## config.mk

```make
export PLATFORM = sky130hd
export DESIGN_NAME = serial_audio_rx
export DESIGN_NICKNAME = d
export VERILOG_FILES = /design/src/rtl/sar_pkg.sv /design/src/rtl/sar_sync_edge.sv /design/src/rtl/sar_half_count.sv /design/src/rtl/sar_frame_ctl.sv /design/src/rtl/serial_audio_rx.sv
export SDC_FILE = /design/constraint.sdc
export NUM_CORES = 1
export LEC_CHECK = 0
export ABC_AREA = 1
export CAP_MARGIN = 20
export CELL_PAD_IN_SITES_DETAIL_PLACEMENT = 1
export CELL_PAD_IN_SITES_GLOBAL_PLACEMENT = 1
export CORE_MARGIN = 1
export CORE_UTILIZATION = 34
export DETAILED_ROUTE_END_ITERATION = 12
export PLACE_DENSITY_LB_ADDON = 0.3
export SLEW_MARGIN = 25
export SYNTH_ARGS = -nofsm -noshare
export SYNTH_HDL_FRONTEND = slang
export SYNTH_SLANG_ARGS = --single-unit
```

## constraint.sdc

```tcl
create_clock -name clk -period 5.95 [get_ports clk]
set_clock_uncertainty 0.15 [all_clocks]
set_input_delay 1.19 -clock clk [delete_from_list [all_inputs] [get_ports clk]]
set_output_delay 1.19 -clock clk [all_outputs]
set_load 0.005 [all_outputs]
```

## src/rtl/sar_pkg.sv

```systemverilog
package sar_pkg;
   // events seen in the system clock domain for one clock cycle
   typedef struct packed {
      logic bit_stb;     // active bit-clock edge
      logic start_edge;  // word-clock edge that opens a frame
      logic mid_edge;    // word-clock edge that closes the left half
      logic din;         // data level aligned with the edges
   } sar_evt_t;

   // positions of the serial lines inside the synchronizer vector
   localparam int SAR_IDX_DAT = 0;
   localparam int SAR_IDX_BCK = 1;
   localparam int SAR_IDX_WCK = 2;
   localparam int SAR_LINES   = 3;
endpackage

```

## src/rtl/sar_sync_edge.sv

```systemverilog
module sar_sync_edge #(
   parameter int W      = 3,
   parameter int STAGES = 2
) (
   input  logic         clk,
   input  logic         rst_n,
   input  logic [W-1:0] async_i,
   output logic [W-1:0] lvl_o,
   output logic [W-1:0] rise_o,
   output logic [W-1:0] fall_o
);
   generate
      if (STAGES < 2) begin : g_bad_stages
         $error("sar_sync_edge: STAGES must be at least 2");
      end
   endgenerate

   generate
      for (genvar s = 0; s < STAGES; s++) begin : g_stage
         logic [W-1:0] q;
         if (s == 0) begin : g_first
            always_ff @(posedge clk or negedge rst_n)
               if (!rst_n) q <= '0;
               else        q <= async_i;
         end else begin : g_next
            always_ff @(posedge clk or negedge rst_n)
               if (!rst_n) q <= '0;
               else        q <= g_stage[s-1].q;
         end
      end
   endgenerate

   logic [W-1:0] prev_q;
   logic [STAGES:0] fill_q;   // edges are masked until the chain holds real samples

   always_ff @(posedge clk or negedge rst_n)
      if (!rst_n) begin
         prev_q <= '0;
         fill_q <= '0;
      end else begin
         prev_q <= lvl_o;
         fill_q <= {fill_q[STAGES-1:0], 1'b1};
      end

   assign lvl_o  = g_stage[STAGES-1].q;
   assign rise_o = fill_q[STAGES] ? ( lvl_o & ~prev_q) : '0;
   assign fall_o = fill_q[STAGES] ? (~lvl_o &  prev_q) : '0;
endmodule

```

## src/rtl/sar_half_count.sv

```systemverilog
module sar_half_count #(
   parameter int WORD_W = 24,
   parameter int RJ_W   = 16,
   parameter int CNT_W  = 6,
   parameter logic [WORD_W-1:0] ACCEPT_MASK = WORD_W'((1 << 16) | (1 << 18) | (1 << 20))
) (
   input  logic              clk,
   input  logic              rst_n,
   input  logic              bit_stb_i,
   input  logic              boundary_i,
   input  logic              din_i,
   input  logic              rjust_i,
   output logic [WORD_W-1:0] word_o,
   output logic              count_ok_o
);
   localparam logic [CNT_W-1:0] CNT_MAX = '1;
   localparam logic [CNT_W-1:0] FULL_C  = CNT_W'(WORD_W);

   generate
      if (WORD_W >= (1 << CNT_W) - 1) begin : g_bad_cnt
         $error("sar_half_count: CNT_W too small for WORD_W");
      end
      if (RJ_W >= WORD_W || RJ_W < 2) begin : g_bad_rj
         $error("sar_half_count: RJ_W must be in 2..WORD_W-1");
      end
   endgenerate

   logic [CNT_W-1:0]  cnt_q;
   logic [WORD_W-1:0] lj_q;
   logic [RJ_W-1:0]   rj_q;

   always_ff @(posedge clk or negedge rst_n)
      if (!rst_n) begin
         cnt_q <= '0;
         lj_q  <= '0;
         rj_q  <= '0;
      end else if (boundary_i) begin
         // a bit strobe coinciding with a word-clock edge opens the new half
         cnt_q <= bit_stb_i ? CNT_W'(1) : '0;
         lj_q  <= bit_stb_i ? WORD_W'(din_i) : '0;
         rj_q  <= bit_stb_i ? RJ_W'(din_i) : '0;
      end else if (bit_stb_i) begin
         if (cnt_q != CNT_MAX) cnt_q <= cnt_q + 1'b1;
         if (cnt_q < FULL_C)   lj_q  <= {lj_q[WORD_W-2:0], din_i};
         rj_q <= {rj_q[RJ_W-2:0], din_i};
      end

   always_comb begin
      if (rjust_i)              word_o = {{(WORD_W-RJ_W){rj_q[RJ_W-1]}}, rj_q};
      else if (cnt_q >= FULL_C) word_o = lj_q;
      else                      word_o = lj_q << (FULL_C - cnt_q);
   end

   always_comb begin
      count_ok_o = (cnt_q >= FULL_C);
      for (int k = 0; k < WORD_W; k++)
         if (ACCEPT_MASK[k] && cnt_q == CNT_W'(k)) count_ok_o = 1'b1;
   end
endmodule

```

## src/rtl/sar_frame_ctl.sv

```systemverilog
module sar_frame_ctl #(
   parameter int WORD_W = 24
) (
   input  logic              clk,
   input  logic              rst_n,
   input  logic              start_edge_i,
   input  logic              mid_edge_i,
   input  logic [WORD_W-1:0] word_i,
   input  logic              count_ok_i,
   output logic [WORD_W-1:0] left_o,
   output logic [WORD_W-1:0] right_o,
   output logic              valid_o,
   output logic              frame_err_o,
   output logic              mute_req_o
);
   logic              armed_q;
   logic              have_left_q;
   logic [WORD_W-1:0] left_hold_q;

   always_ff @(posedge clk or negedge rst_n)
      if (!rst_n) begin
         armed_q     <= 1'b0;
         have_left_q <= 1'b0;
         left_hold_q <= '0;
         left_o      <= '0;
         right_o     <= '0;
         valid_o     <= 1'b0;
         frame_err_o <= 1'b0;
         mute_req_o  <= 1'b0;
      end else begin
         valid_o     <= 1'b0;
         frame_err_o <= 1'b0;
         if (start_edge_i || mid_edge_i) begin
            armed_q <= 1'b1;
            if (armed_q && !count_ok_i) begin
               frame_err_o <= 1'b1;
               mute_req_o  <= 1'b1;
               have_left_q <= 1'b0;
            end else if (armed_q && mid_edge_i) begin
               left_hold_q <= word_i;
               have_left_q <= 1'b1;
            end else if (armed_q && have_left_q) begin
               left_o      <= left_hold_q;
               right_o     <= word_i;
               valid_o     <= 1'b1;
               have_left_q <= 1'b0;
            end else begin
               have_left_q <= 1'b0;
            end
         end
      end
endmodule

```

## src/rtl/serial_audio_rx.sv

```systemverilog
module serial_audio_rx #(
   parameter int WORD_W      = 24,
   parameter int RJ_W        = 16,
   parameter int CNT_W       = 6,
   parameter int SYNC_STAGES = 2
) (
   input  logic              clk,
   input  logic              rst_n,
   input  logic              sdata_i,
   input  logic              sbclk_i,
   input  logic              swclk_i,
   input  logic              cfg_rjust,
   input  logic              cfg_bck_fall,
   input  logic              cfg_wck_inv,
   output logic [WORD_W-1:0] left_o,
   output logic [WORD_W-1:0] right_o,
   output logic              valid_o,
   output logic              frame_err_o,
   output logic              mute_req_o
);
   import sar_pkg::*;

   logic [SAR_LINES-1:0] raw, lvl, rise, fall;
   sar_evt_t             evt;
   logic [WORD_W-1:0]    word;
   logic                 count_ok;

   always_comb begin
      raw              = '0;
      raw[SAR_IDX_DAT] = sdata_i;
      raw[SAR_IDX_BCK] = sbclk_i;
      raw[SAR_IDX_WCK] = swclk_i;
   end

   sar_sync_edge #(.W(SAR_LINES), .STAGES(SYNC_STAGES)) u_sync (
      .clk(clk), .rst_n(rst_n), .async_i(raw),
      .lvl_o(lvl), .rise_o(rise), .fall_o(fall)
   );

   always_comb begin
      evt.bit_stb    = cfg_bck_fall ? fall[SAR_IDX_BCK] : rise[SAR_IDX_BCK];
      evt.start_edge = cfg_wck_inv  ? fall[SAR_IDX_WCK] : rise[SAR_IDX_WCK];
      evt.mid_edge   = cfg_wck_inv  ? rise[SAR_IDX_WCK] : fall[SAR_IDX_WCK];
      evt.din        = lvl[SAR_IDX_DAT];
   end

   sar_half_count #(.WORD_W(WORD_W), .RJ_W(RJ_W), .CNT_W(CNT_W)) u_half (
      .clk(clk), .rst_n(rst_n),
      .bit_stb_i(evt.bit_stb),
      .boundary_i(evt.start_edge | evt.mid_edge),
      .din_i(evt.din), .rjust_i(cfg_rjust),
      .word_o(word), .count_ok_o(count_ok)
   );

   sar_frame_ctl #(.WORD_W(WORD_W)) u_frame (
      .clk(clk), .rst_n(rst_n),
      .start_edge_i(evt.start_edge), .mid_edge_i(evt.mid_edge),
      .word_i(word), .count_ok_i(count_ok),
      .left_o(left_o), .right_o(right_o), .valid_o(valid_o),
      .frame_err_o(frame_err_o), .mute_req_o(mute_req_o)
   );
endmodule

```

==> results.yml, run 1 <==
placed_design:
  detailedPlace.worstSlack_ns: 2.31
  place.gp.congestion: 0.842
  port-buffer-count: 58
  dpl.hpwl_um: 13800
clocking:
  clkLatencyLatePin_ns: 0.43
  ctsLongestPathBuffers: 2
  cts_buffers: 17
  htree_levels: 4
  ctsResizeCount: 0
  clk_pin_slew_worst_paths_ns: 0.06
  cts_sinks: 134
  ctsHoldBuffers: 0
  cts_root_buf: "clkbuf_16"
  cts_setup_buffers: 0
  cts_tree: "yes"
critical_path:
  path_max_fanout: 31
  r2r-start: "u_half.cnt_q[0]"
  crit_path_start: "u_half.cnt_q[0]"
  rrSetupSlack_ns: 2.76
  required_ns: 6.12
  reg2regPathDepth: 11
  cp-end-kind: "register"
  crit_end: "u_frame.left_hold_q[12]"
  critical_path_class: "reg -> reg"
  rr_endpoint: "u_frame.left_hold_q[12]"
  crit_arrival_ns: 3.36
  startpoint_type: "register"
route:
  drcViolationCount: 0
  drt-total-wl_um: 19900
  via_per_inst: 5.04
  first_pass_iters: 5
  drtIter0Drc: 339
  ant_nets: 0
  wl_per_cell_um: 16.9
  vias: 5927
yosys:
  async_flop_share_pct: 100
  syn-instance-count: 864
  synth.avg_cell_area_um2: 7.86
  yosys_most_used_dff: "dfrtp_1"
  ys_types: 35
  synth_area_leaders: "dfrtp_1 49%, nand2_1 18%, nand3_1 9.5%, inv_1 3.6%, o22ai_1 3.5%"
  synth_warnings: 0
  ys_seq_area_share_pct: 49.4
  synth_top_area_share_pct: 49.4
  yosys-top-cells-count: "317 x nand2_1, 134 x dfrtp_1, 129 x nand3_1"
  ys_ff_latch: 134
  yosysMostFrequentCell: "nand2_1"
  synth_area_mm2: 0.00679
  syn_nets: 875
  synth-edff-count: 0
  yosys.area.top_type: "dfrtp_1"
sta:
  finalSetupTns_ns: 0
  worst_pin_slew_ns: 0.902
  finalWorstSetupSlack_ns: 2.76
  drv_slew: 0
  finalCritPeriodShare_pct: 53.6
  hold_viol: 0
  fmax_mhz: 314
  setup_viol: 0
  rsz0062_at_grt: "no"
  slew_headroom_pct: 39.9
  period_minus_slack_ns: 3.19
power:
  vdd_drop_max_v: 0.000197
  total_power_mw: 2.64
  leakage_nw: 3.87
  p_per_area_mw_per_mm2: 329
outcome:
  status: "completed"
finish:
  antennaDiodeCount: 0
  fillCellCount: 2403
  drive_gt1_share_pct: 8.22
  layout.nets: 910
  area_growth_pct: 18.2
floorplanning:
  rows: 51
  coreArea_mm2: 0.0195
  die_h_um: 143
  start_util_pct: 34.8
  ioPinCount: 59
  fp.dieW_um: 143
  die_area_mm2: 0.0205
global_routing:
  grt_pass1_wl_um: 32900
  grt_max_degree: 94
  grt_pass1_vias: 6252
  overflow: 0
  grtUsageTotal_pct: 21.0
  antenna_found_initial: 0
hold_path:
  hp-class: "reg -> reg"
  hp-start: "u_sync.fill_q[0]"
run:
  drv_cap: 0
cells in the final DEF (no fill, tap or decap), types with 2 or more instances in the layout:
| master | netlist | final |
|---|---|---|
| nand2_1 | 317 | 317 |
| inv_2 | 11 | 11 |
| inv_1 | 66 | 66 |
| dfrtp_1 | 134 | 134 |
| inv_6 | 0 | 5 |
| o21ai_0 | 21 | 21 |
| clkinvlp_4 | 0 | 4 |
| nand2_2 | 4 | 4 |
| o211ai_1 | 8 | 8 |
| inv_8 | 0 | 3 |
| a21oi_1 | 29 | 29 |
| nor2_1 | 10 | 10 |
| or2_2 | 2 | 2 |
| nand3_2 | 3 | 3 |
| clkbuf_16 | 0 | 17 |
| o21ai_1 | 15 | 15 |
| nand2_4 | 4 | 4 |
| o22ai_1 | 38 | 38 |
| nand4_1 | 4 | 4 |
| nor2_2 | 3 | 3 |
| clkdlybuf4s50_1 | 0 | 57 |
| a22oi_1 | 2 | 2 |
| nand3_1 | 129 | 129 |
| ha_1 | 3 | 3 |
| buf_4 | 7 | 6 |
| nor3_2 | 2 | 2 |
cell families after synthesis:
group / Yosys count / synth area share, %
and+or+nand+nor: 481 / 30.6
DFF: 134 / 49.4
adders and majority gates: 3 / 0.553
other: 1 / 0.0552
buffers and inverters: 126 / 9.01
AOI/OAI and AO/OA: 119 / 10.4
where the power goes:
| group | switching (mW) | total [mW] | internal [mW] |
|---|---|---|---|
| combinational | 0.425 | 0.604 | 0.179 |
| clock | 0.461 | 1.05 | 0.593 |
| sequential | 0.0271 | 0.986 | 0.959 |
| total | 0.913 | 2.64 | 1.73 |
metrics by stage:
stage | instance area, µm² | util, % | std cells | hold WS (ns)
after global placement | 7430 | 38.1 | 1145 | 0.183
after global routing | 8030 | 41.1 | 1177 | 0.203
final | 8030 | 41.1 | 1177 | 0.194
after floorplan | 6790 | - | 864 | 0.181
after detailed placement | 7430 | 38.1 | 1145 | 0.186
after CTS | 8020 | 41.1 | 1177 | 0.194
registers in the layout, indices dropped and copies added (netlist names), 2 cells and up:
name	cells
u_sync.g_stage.q	3
u_sync.lvl_o	3
u_half.cnt_q	6
u_half.rj_q	16
u_frame.left_hold_q	24
u_half.lj_q	24
u_sync.fill_q	3
u_frame.left_o	24
u_frame.right_o	24
u_sync.prev_q	2
critical path, stage by stage (launching register included):
cell      delay, ns
dfrtp_1        0.40
inv_4          0.28
ha_1           0.29
buf_4          0.23
inv_1          0.63
nand3_1        0.19
nand2_1        0.15
o21ai_0        0.16
o211ai_1       0.21
nand2_1        0.17
nand3_1        0.13
nand2_1        0.06
layer usage:
| metal | track usage, % | vias to the layer above | wire length, µm |
|---|---|---|---|
| li1 | - | 2889 | - |
| met2 | 35.8 | 84 | 9960 |
| met3 | 4.07 | 22 | 522 |
| met4 | 6.72 | 0 | 290 |
| met1 | 26.6 | 2932 | 9180 |
| met5 | 0 | - | 0 |
worst min path at each step:
stage          cells past startpoint                to  slack [ns]
5_1_grt                            0  u_sync.fill_q[1]        0.20
2_1_floorplan                      0  u_sync.fill_q[1]        0.18
3_3_place_gp                       0  u_sync.fill_q[1]        0.18
3_5_place_dp                       0   u_sync.lvl_o[2]        0.19
4_1_cts                            0  u_sync.fill_q[1]        0.19
6_report                           0  u_sync.fill_q[1]        0.19
layout make-up:
type,instances,area [µm²],area share [%]
clock buffers,17,425,5.30
repair buffers,64,627,7.81
well taps,265,332,4.13
flip-flops and latches,134,3350,41.8
clock inverters,15,163,2.03
multi-input cells,604,2830,35.3
inverters,78,295,3.68
No activity file was read; power rests on OpenSTA's default activity.
==> run 2: changes to the inputs <==
==> constraint.sdc (replaced) <==
create_clock -name clk -period 3 [get_ports clk]
set_clock_uncertainty 0.15 [all_clocks]
set_input_delay 0.6 -clock clk [delete_from_list [all_inputs] [get_ports clk]]
set_output_delay 0.6 -clock clk [all_outputs]
set_load 0.005 [all_outputs]
==> run 2 against run 1 <==
  * Power rose by 100%
  * Critical path depth up 4
  * Flip-flop and latch count unchanged
  * Utilization increased by 0.70 points
  * Largest cell class unchanged
  * Fmax grew 26%
  * Sequential share of layout area decreased by 0.70 points
  * Global-route usage up 0.16 points
  * Critical endpoint is now u_frame.right_o[19]
  * First-iteration DRC count shrank 0.88%
  * Routed wire length fell by 0.58%
  * Critical path type unchanged
==> results.yml, run 2 (synthesized netlist as in run 1, its figures left out) <==
global_routing:
  grt_pass1_vias: 6126
  grt_max_degree: 58
  grt_pass1_wl_um: 33100
  antenna_found_initial: 0
  overflow: 0
  grtUsageTotal_pct: 21.1
route:
  first_pass_iters: 4
  drcViolationCount: 0
  wl_per_cell_um: 16.7
  vias: 5918
  ant_nets: 0
  via_per_inst: 4.99
  drtIter0Drc: 336
  drt-total-wl_um: 19800
sta:
  finalCritPeriodShare_pct: 84.3
  setup_viol: 0
  drv_slew: 0
  slew_headroom_pct: 62.1
  fmax_mhz: 395
  timing.hold.ws_ns: 0.194
  rsz0062_at_grt: "no"
  finalSetupTns_ns: 0
  hold_viol: 0
  worst_pin_slew_ns: 0.568
  period_minus_slack_ns: 2.53
  finalWorstSetupSlack_ns: 0.471
placed_design:
  place_area_mm2: 0.00754
  port-buffer-count: 58
  detailedPlace.worstSlack_ns: 0.470
  dpl.hpwl_um: 14000
  place.gp.congestion: 0.884
finish:
  area_growth_pct: 20.2
  final_cell_mix: "317 x nand2_1, 134 x dfrtp_1, 129 x nand3_1"
  drive_gt1_share_pct: 9.11
  multi_input_area_mm2: 0.00283
  register_area_mm2: 0.00335
  fillCellCount: 2407
  layout.nets: 920
  layout_commonest_cell: "nand2_1"
  antennaDiodeCount: 0
  stdcell_area_mm2: 0.00816
floorplanning:
  start_util_pct: 34.8
  die_area_mm2: 0.0205
  fp.dieW_um: 143
  die_h_um: 143
  coreArea_mm2: 0.0195
  ioPinCount: 59
  rows: 51
clocking:
  clkLatencyLatePin_ns: 0.43
  cts_tree: "yes"
  cts_root_buf: "clkbuf_16"
  htree_levels: 4
  cts_sinks: 134
  ctsResizeCount: 0
  clk_pin_slew_worst_paths_ns: 0.06
  ctsLongestPathBuffers: 2
  cts_buffers: 17
power:
  p_per_area_mw_per_mm2: 658
  leakage_nw: 3.96
  total_power_mw: 5.37
  vdd_drop_max_v: 0.000432
critical_path:
  r2r-start: "u_half.cnt_q[1]"
  cp-end-kind: "register"
  startpoint_type: "register"
  critical_path_class: "reg -> reg"
  path_max_fanout: 17
  rr_endpoint: "u_frame.right_o[19]"
  crit_arrival_ns: 2.70
  required_ns: 3.17
  reg2regPathDepth: 15
  rrSetupSlack_ns: 0.47
outcome:
  status: "completed"
hold_path:
  hp-start: "u_sync.fill_q[1]"
  hp-class: "reg -> reg"
  min_path_cells: 0
  whs_endpoint: "u_sync.fill_q[2]"
run:
  drv_cap: 0
-- run 2: metal layers --
metal  routed length [µm]  up-vias  track usage (%)
li1                     -     2908                -
met1                 9260     2893             28.2
met2                 9630       94             34.4
met3                  675       23             4.33
met4                  265        0             6.61
met5                    0        -                0
-- run 2: area by class of cell --
| type | instances | share of cell area (%) |
|---|---|---|
| sequential | 134 | 41.1 |
| multi-input combinational | 604 | 34.6 |
| timing repair buffer | 74 | 9.09 |
| clock buffer | 17 | 5.21 |
| tap | 265 | 4.06 |
| inverter | 78 | 3.62 |
| clock inverter | 15 | 2.34 |
-- run 2: how the worst max path moves through the flow --
stage / from / depth (start not counted) / slack [ns] / end
final: u_half.cnt_q[1] / 15 / 0.47 / u_frame.right_o[19]
after global routing: u_half.cnt_q[1] / 15 / 0.29 / u_frame.right_o[19]
after CTS: u_half.cnt_q[1] / 8 / 0.46 / u_frame.left_o[8]
after detailed placement: cfg_bck_fall / 10 / 0.47 / u_half.lj_q[4]
after global placement: cfg_bck_fall / 9 / 0.55 / u_half.rj_q[15]
after floorplan: u_half.cnt_q[0] / 19 / 0.64 / u_frame.right_o[18]
-- run 2: power by group --
group          internal, mW  switching [mW]  leakage [nW]
clock network          1.33           0.859         0.302
logic                 0.385           0.848          1.85
registers              1.90          0.0516          1.81
total                  3.62            1.76          3.96
-- run 2: timing repair --
item                                   in CTS  in global routing
hold buffers                                1                  0
endpoints found under the hold margin      43                  0
setup buffers                               0                  0
-- run 2: per-stage QoR --
step,std cells,util [%]
2_1_floorplan,864,-
6_report,1187,41.8
4_1_cts,1187,41.8
5_1_grt,1187,41.8
3_5_place_dp,1154,38.6
3_3_place_gp,1154,38.6
-- run 2: critical path, cell delays in order, from the launching register on --
cell,delay (ns)
dfrtp_1,0.41
inv_1,0.14
ha_1,0.26
inv_1,0.22
buf_4,0.30
nand3_1,0.13
nand3_1,0.16
nand2_1,0.09
nand2_1,0.08
nand2_1,0.07
nand2_1,0.05
nand2_1,0.06
nand2_1,0.07
nand2_1,0.08
nand2_1,0.09
nand2_1,0.06
